==> src/rtl/ild_pkg.sv <==
package ild_pkg;
  localparam int PARCEL_W    = 16;
  localparam int LEN_W       = 4;
  localparam int NUM_SCHEMES = 2;
  localparam int FUNCT_LSB   = 12;
  localparam int FUNCT_W     = 3;
  localparam int SEL_LSB     = 5;
  localparam int SEL_W       = 2;
  localparam int CLS_W       = 5;

  // First long length (in parcels) of each scheme when the count field applies
  localparam int UNARY_EXT_BASE = 5;
  localparam int FUNCT_EXT_BASE = 6;

  typedef enum logic [1:0] {
    CLS_HALF = 2'd0,
    CLS_WORD = 2'd1,
    CLS_LONG = 2'd2
  } size_cls_e;

  // Length in parcels for a count-field instruction
  function automatic logic [LEN_W-1:0] ext_len(input int base, input logic [FUNCT_W-1:0] funct);
    ext_len = LEN_W'(base) + LEN_W'(funct);
  endfunction

  // The all-ones count value is the escape to longer encodings
  function automatic logic is_escape(input logic [FUNCT_W-1:0] funct);
    is_escape = &funct;
  endfunction

  // Length for one of the select-coded mid sizes (3 parcels upward)
  function automatic logic [LEN_W-1:0] mid_len(input int step);
    mid_len = LEN_W'(3 + step);
  endfunction
endpackage

==> src/rtl/ild_size_class.sv <==
module ild_size_class
  import ild_pkg::*;
(
  input  logic [CLS_W-1:0] low_i,
  output size_cls_e        cls_o
);
  logic half_w;
  logic word_w;

  assign half_w = (low_i[1:0] != 2'b11);
  assign word_w = !half_w && (low_i[4:2] != 3'b111);

  always_comb begin
    if (half_w)      cls_o = CLS_HALF;
    else if (word_w) cls_o = CLS_WORD;
    else             cls_o = CLS_LONG;
  end
endmodule

==> src/rtl/ild_unary_scheme.sv <==
module ild_unary_scheme
  import ild_pkg::*;
(
  input  logic [SEL_W-1:0]   sel_i,
  input  logic [FUNCT_W-1:0] funct_i,
  output logic [LEN_W-1:0]   len_o,
  output logic               rsv_o
);
  logic count_mode_w;

  assign count_mode_w = (sel_i == 2'b11);

  always_comb begin
    rsv_o = 1'b0;
    if (!sel_i[0]) begin
      len_o = mid_len(0);
    end else if (!count_mode_w) begin
      len_o = mid_len(1);
    end else if (is_escape(funct_i)) begin
      len_o = '0;
      rsv_o = 1'b1;
    end else begin
      len_o = ext_len(UNARY_EXT_BASE, funct_i);
    end
  end

  always_comb begin
    if (!rsv_o) begin
      AST_UNARY_RANGE: assert (len_o >= 4'd3 && len_o <= 4'd11) else $error("unary length out of range");
    end
    if (!sel_i[0]) begin
      AST_UNARY_SHORTEST: assert (len_o == 4'd3 && !rsv_o) else $error("unary 3-parcel wrong");
    end
  end
endmodule

==> src/rtl/ild_funct_scheme.sv <==
module ild_funct_scheme
  import ild_pkg::*;
(
  input  logic [SEL_W-1:0]   sel_i,
  input  logic [FUNCT_W-1:0] funct_i,
  output logic [LEN_W-1:0]   len_o,
  output logic               rsv_o
);
  logic count_mode_w;

  assign count_mode_w = &sel_i;

  always_comb begin
    rsv_o = 1'b0;
    if (!count_mode_w) begin
      len_o = mid_len(int'(sel_i));
    end else if (is_escape(funct_i)) begin
      len_o = '0;
      rsv_o = 1'b1;
    end else begin
      len_o = ext_len(FUNCT_EXT_BASE, funct_i);
    end
  end

  always_comb begin
    if (!rsv_o) begin
      AST_FUNCT_RANGE: assert (len_o >= 4'd3 && len_o <= 4'd12) else $error("count length out of range");
    end
    if (count_mode_w && !rsv_o) begin
      AST_FUNCT_LONG_MIN: assert (len_o >= 4'd6) else $error("long length below 6");
    end
  end
endmodule

==> src/rtl/ild_len_decode.sv <==
module ild_len_decode
  import ild_pkg::*;
(
  input  logic [PARCEL_W-1:0] parcel_i,
  input  logic                scheme_i,
  output logic [LEN_W-1:0]    len_o,
  output logic                valid_o,
  output logic                reserved_o
);
  size_cls_e        cls_w;
  logic [LEN_W-1:0] sch_len [NUM_SCHEMES];
  logic             sch_rsv [NUM_SCHEMES];
  logic             unused_bits;

  // Bits outside the length fields never reach the result
  assign unused_bits = ^{parcel_i[15], parcel_i[11:7]};

  ild_size_class u_cls (
    .low_i (parcel_i[CLS_W-1:0]),
    .cls_o (cls_w)
  );

  for (genvar g = 0; g < NUM_SCHEMES; g++) begin : g_sch
    if (g == 0) begin : g_unary
      ild_unary_scheme u_dec (
        .sel_i   (parcel_i[SEL_LSB +: SEL_W]),
        .funct_i (parcel_i[FUNCT_LSB +: FUNCT_W]),
        .len_o   (sch_len[g]),
        .rsv_o   (sch_rsv[g])
      );
    end else begin : g_funct
      ild_funct_scheme u_dec (
        .sel_i   (parcel_i[SEL_LSB +: SEL_W]),
        .funct_i (parcel_i[FUNCT_LSB +: FUNCT_W]),
        .len_o   (sch_len[g]),
        .rsv_o   (sch_rsv[g])
      );
    end
  end

  always_comb begin
    len_o      = '0;
    valid_o    = 1'b1;
    reserved_o = 1'b0;
    case (cls_w)
      CLS_HALF: len_o = 4'd1;
      CLS_WORD: len_o = 4'd2;
      default: begin
        if (sch_rsv[scheme_i]) begin
          valid_o    = 1'b0;
          reserved_o = 1'b1;
        end else begin
          len_o = sch_len[scheme_i];
        end
      end
    endcase
  end

  always_comb begin
    if (parcel_i[1:0] != 2'b11) begin
      AST_HALF_LEN: assert (len_o == 4'd1 && valid_o) else $error("16-bit length wrong");
    end
    if (parcel_i[1:0] == 2'b11 && parcel_i[4:2] != 3'b111) begin
      AST_WORD_LEN: assert (len_o == 4'd2 && valid_o) else $error("32-bit length wrong");
    end
    AST_FLAG_EXCL: assert (valid_o != reserved_o) else $error("valid and reserved agree");
    if (reserved_o) begin
      AST_RSV_ZERO: assert (len_o == '0) else $error("reserved with length");
      AST_RSV_ONLY_ESC: assert (parcel_i[6:0] == 7'h7F && parcel_i[14:12] == 3'b111)
        else $error("reserved outside escape");
    end
  end
endmodule

==> config.mk <==
export PLATFORM = sky130hd
export DESIGN_NAME = ild_len_decode
export DESIGN_NICKNAME = d
export VERILOG_FILES = /design/src/rtl/ild_pkg.sv /design/src/rtl/ild_size_class.sv /design/src/rtl/ild_unary_scheme.sv /design/src/rtl/ild_funct_scheme.sv /design/src/rtl/ild_len_decode.sv
export SDC_FILE = /design/constraint.sdc
export NUM_CORES = 1
export LEC_CHECK = 0
export BUFFER_PORTS_ARGS = -buffer_cell sky130_fd_sc_hd__buf_2
export CORE_AREA = 2 2 39 41
export DETAILED_ROUTE_END_ITERATION = 10
export DIE_AREA = 0 0 41 43
export GPL_TIMING_DRIVEN = 0
export PLACE_DENSITY = 0.54
export SYNTH_ARGS = -nofsm -noshare
export SYNTH_HDL_FRONTEND = slang
export SYNTH_SLANG_ARGS = --single-unit
==> constraint.sdc <==
create_clock -name vclk -period 1.7
set_input_delay 0.17 -clock vclk [all_inputs]
set_output_delay 0.17 -clock vclk [all_outputs]
set_load 0.005 [all_outputs]
# Word-level counts from Yosys, hierarchy flattened
# Cells that the tools add are included.
# totals
word_cells,38
regBits,0
out_inout_bits,6
# op_classes
magnitude_cmp,1
n_mux,23
eq_ne,4
n_reduce_logical,6
bitwise,1
addsub,3
# op_table
cell,n
$mux 4,9
$mux 1,11
$add 3x3->4 const A,2
$pmux 4 s2,1
$mux 2,2
$add 2x2->3 const A,1
$ne 3x3->1 const B,1
$reduce_and 3->1,1
$eq 2x1->1 const B,1
$eq 2x2->1 const B,1
$ge 2x2->1 const B,1
$logic_not 2->1,1
$ne 2x2->1 const B,1
$not 1->2,1
$reduce_and 2->1,1
$reduce_or 2->1,1
$logic_and 1x1->1,1
$logic_not 1->1,1

# Longest topological paths before layout
# depth
depth_word,9
ltp_mapped,5

# Hierarchy
# Synthesis repeated with hierarchy kept, for this count alone.
# unflattened
hier_cells,44
hier_area_um2,301.5
# modules_own_cells
mod,area_per_inst_um2,cells_each,instances
ild_len_decode,131.4,17,1
ild_unary_scheme,77.6,13,1
ild_funct_scheme,66.3,10,1
ild_size_class,26.3,4,1

# Least setup slack after synthesis
# OpenSTA, ideal clock, no wires.
# synth_timing
path_type,input to output
startpoint,input parcel_i[12]
endpoint,output len_o[1]
t_arrival_ps,1061
cell_stages,4
slack_ps,469
required_time_ps,1530
path_cell_list,ha_1 -> nand2_1 -> or3b_1 -> a211oi_1
# synth_between
elab_chain_cells,9
elab_cells_between_ends,20
cone_classes,add/sub: 2; mux: 17; reduce/logical: 1
# synth_rtl
item,line_no,rtl
"start, declared",ild_len_decode.sv:4,"input logic [PARCEL_W-1:0] parcel_i,"
$add 3x3->4 / $reduce_and 3->1 (equally long branches),"ild_pkg.sv:23, ild_pkg.sv:28",
$mux 4 / $mux 1 (equally long branches),"ild_unary_scheme.sv:19, ild_funct_scheme.sv:17",
$mux 4 / $mux 1 (equally long branches),ild_unary_scheme.sv:17,end else if (!count_mode_w) begin
$mux 4 / $mux 1 (equally long branches),ild_unary_scheme.sv:15,if (!sel_i[0]) begin
$mux 4 (not written as such) / $mux 1 (equally long branches) (3 in series),"ild_len_decode.sv:53, ild_len_decode.sv:49",
$mux 4 *,ild_len_decode.sv:49,if (sch_rsv[scheme_i]) begin
$pmux 4 s2 *,ild_len_decode.sv:45,case (cls_w)
"end, declared",ild_len_decode.sv:6,"output logic [LEN_W-1:0] len_o,"
# Mark *: on every way between the ends. The rest lies on a longest branch, timed or not. The select of a mux whose other input is x is not followed.

# Worst setup path in the final report
# Same ends and word-level chain as after synthesis.

==> impl_results.md <==
- P_sw: 29.7 uW
- Sequential Area: 0 um^2
- GRT busiest layer: met1
- Final Cycle Share: 89.1%
- Hold-fix buffers at CTS: 0
- RSZ-0062 raised after global routing: false
- N_diodes: 0
- Global-route usage over all layers: 7.69%
- Post-CTS Resized: 0
- Pin count of the biggest net entering global routing: 10
- Drc violations: 0
- Initial drt markers: 3
- Core Footprint: 1380 um^2
- Seq_cells: 0
- Starting Density: 16.0%
- WP data required: 1.53 ns
- Grt met2 use: 10.9%
- GR Util met1: 13.0%
- Synthesized area: 221 um^2
- Total power: 57.1 uW
- Setup violators final: 0
- Max-Cap Viols: 0
- I/O Buffers: 16
- Vias in the first global route: 249
- Chip Height: 43 um
- DRT Pass-1 Iters: 4
- CP Class: in2out
- Placement Rows: 14
- Most frequent cells in the layout: buf_2, inv_1, nand2_1, nand3_1, nor2_1
- Fin. Hold Viols: 0
- Flop pwr share: 0%
- Max frequency: 660 MHz
- Setup TNS: 0 ns
- Grt met3 use: 0.524%
- Die Wd: 41 um
- Share of cells above drive strength 1: 35.3%
- Critical Path Source Type: input port
- Routed via count: 294
- Library cells used by synthesis: 22
- Area occupied by multi-input gates: 203 um^2
- Post-synthesis cell count: 35
- Vias per cell: 4.39
- Synthesis-to-layout area growth: 45.2%
- Clock buf count: 0
- PwrDens: 178 nW/um^2
- Pins over their slew limit: 0
- Seq/Total Area, Yosys: 0%
- Worst-Margin Slew: 0.300 ns
- Sw Share: 52.1%
- Antenna violations before repair: 0
- Relative slew slack: 79.8%
- Dominant cells by area after synthesis: ha_1, or3b_1, nand3_1, a211oi_1, inv_1
- P_int: 27.3 uW
- Status: finished, final reports clean
- Min Tclk post-route: 1.51 ns
- Logic gate share of total power: 100.0%
- Hold WC Path Type: in2out
- Setup Fix Bufs, Post-CTS: 0
- CP Data Arrival Time: 1.34 ns
- Total gr overflow: 0
- Crit Path Max Fanout: 5
- Antenna Nets Post-Route: 0
- HPWL after detailed placement: 495 um
- Critical path capture point type: output port
- First-pass GRT wire length: 1040 um
- Mean post-synth cell area: 6.33 um^2
- Routed WL per cell: 8.57 um
- RePlAce Congestion: 0.725
- Clock share of power: 0%
- Most common cell after layout, fill and taps aside: buf_2
- Post-Route WL: 574 um
- Syn nets: 54
- Top Ports: 23
- Leakage dissipation: 0.158 nW
- Die Area: 1760 um^2
- Area leader, netlist: ha_1
- Max VDD drop: 75.1 uV
- Synth Warn #: 0
- FILL cells: 167
- Final net count: 72
- Yosys top cell area share: 11.3%
[routing by layer]
layer,share of wire [%],routed length [um]
met4,0,0
met3,12,69
met5,0,0
met1,52,297
met2,36,208
[logic make-up after synthesis]
kind of cell	Yosys count	share of synthesized area, %
adders and majority gates	2	11.3
and+or+nand+nor	17	41.8
muxes	1	4.52
buffers and inverters	4	8.48
AOI/OAI and AO/OA	10	29.9
xor gates and xnor gates	1	3.96
[worst max-delay path: stages]
cell      delay (ns)
buf_2           0.12
ha_1            0.25
nand2_1         0.11
or3b_1          0.35
a211oi_1        0.20
buf_2           0.14
[stage by stage]
stage	hold slack, ns	setup slack, ns	util, %	cell area (um^2)	std cells
after floorplan	0.452	0.469	-	221	35
after global placement	0.732	0.177	23.2	322	67
after detailed placement	0.728	0.174	23.2	322	67
after CTS	0.733	0.161	23.2	322	67
after global routing	0.772	0.0450	23.2	322	67
final	0.723	0.186	23.2	322	67
[power by group through the flow]
stage          sequential [mW]  combinational [mW]  clock, mW
2_1_floorplan                0              0.0323          0
3_3_place_gp                 0              0.0572          0
3_5_place_dp                 0              0.0571          0
4_1_cts                      0              0.0575          0
5_1_grt                      0              0.0665          0
6_report                     0              0.0571          0
[cells in the mapped netlist (all sizes together)]
cell type and instances:
a211oi 2, a21o 1, a21oi 2, a31oi 1, and2 1, buf 1
ha 2, inv 3, mux2i 1, nand2 4, nand3 3, nand4 1
nor2 3, nor3 1, nor4 1, o21ai 2, o21bai 1, o311a 1
or2b 1, or3b 2, xnor2 1
[cell type report]
type,instances,share of cell area (%)
Multi-Input combinational cell,31,63.0
Inverter,3,3.50
Buffer,1,2.33
Timing Repair Buffer,16,24.9
Tap cell,16,6.23
[final timing paths]
path / startpoint / end / slack, ns / cells past startpoint
hold / removal: parcel_i[13] / len_o[1] / 0.72 / 4
setup / recovery: parcel_i[12] / len_o[1] / 0.19 / 6
Note: power is estimated with default switching activity, not from simulation.
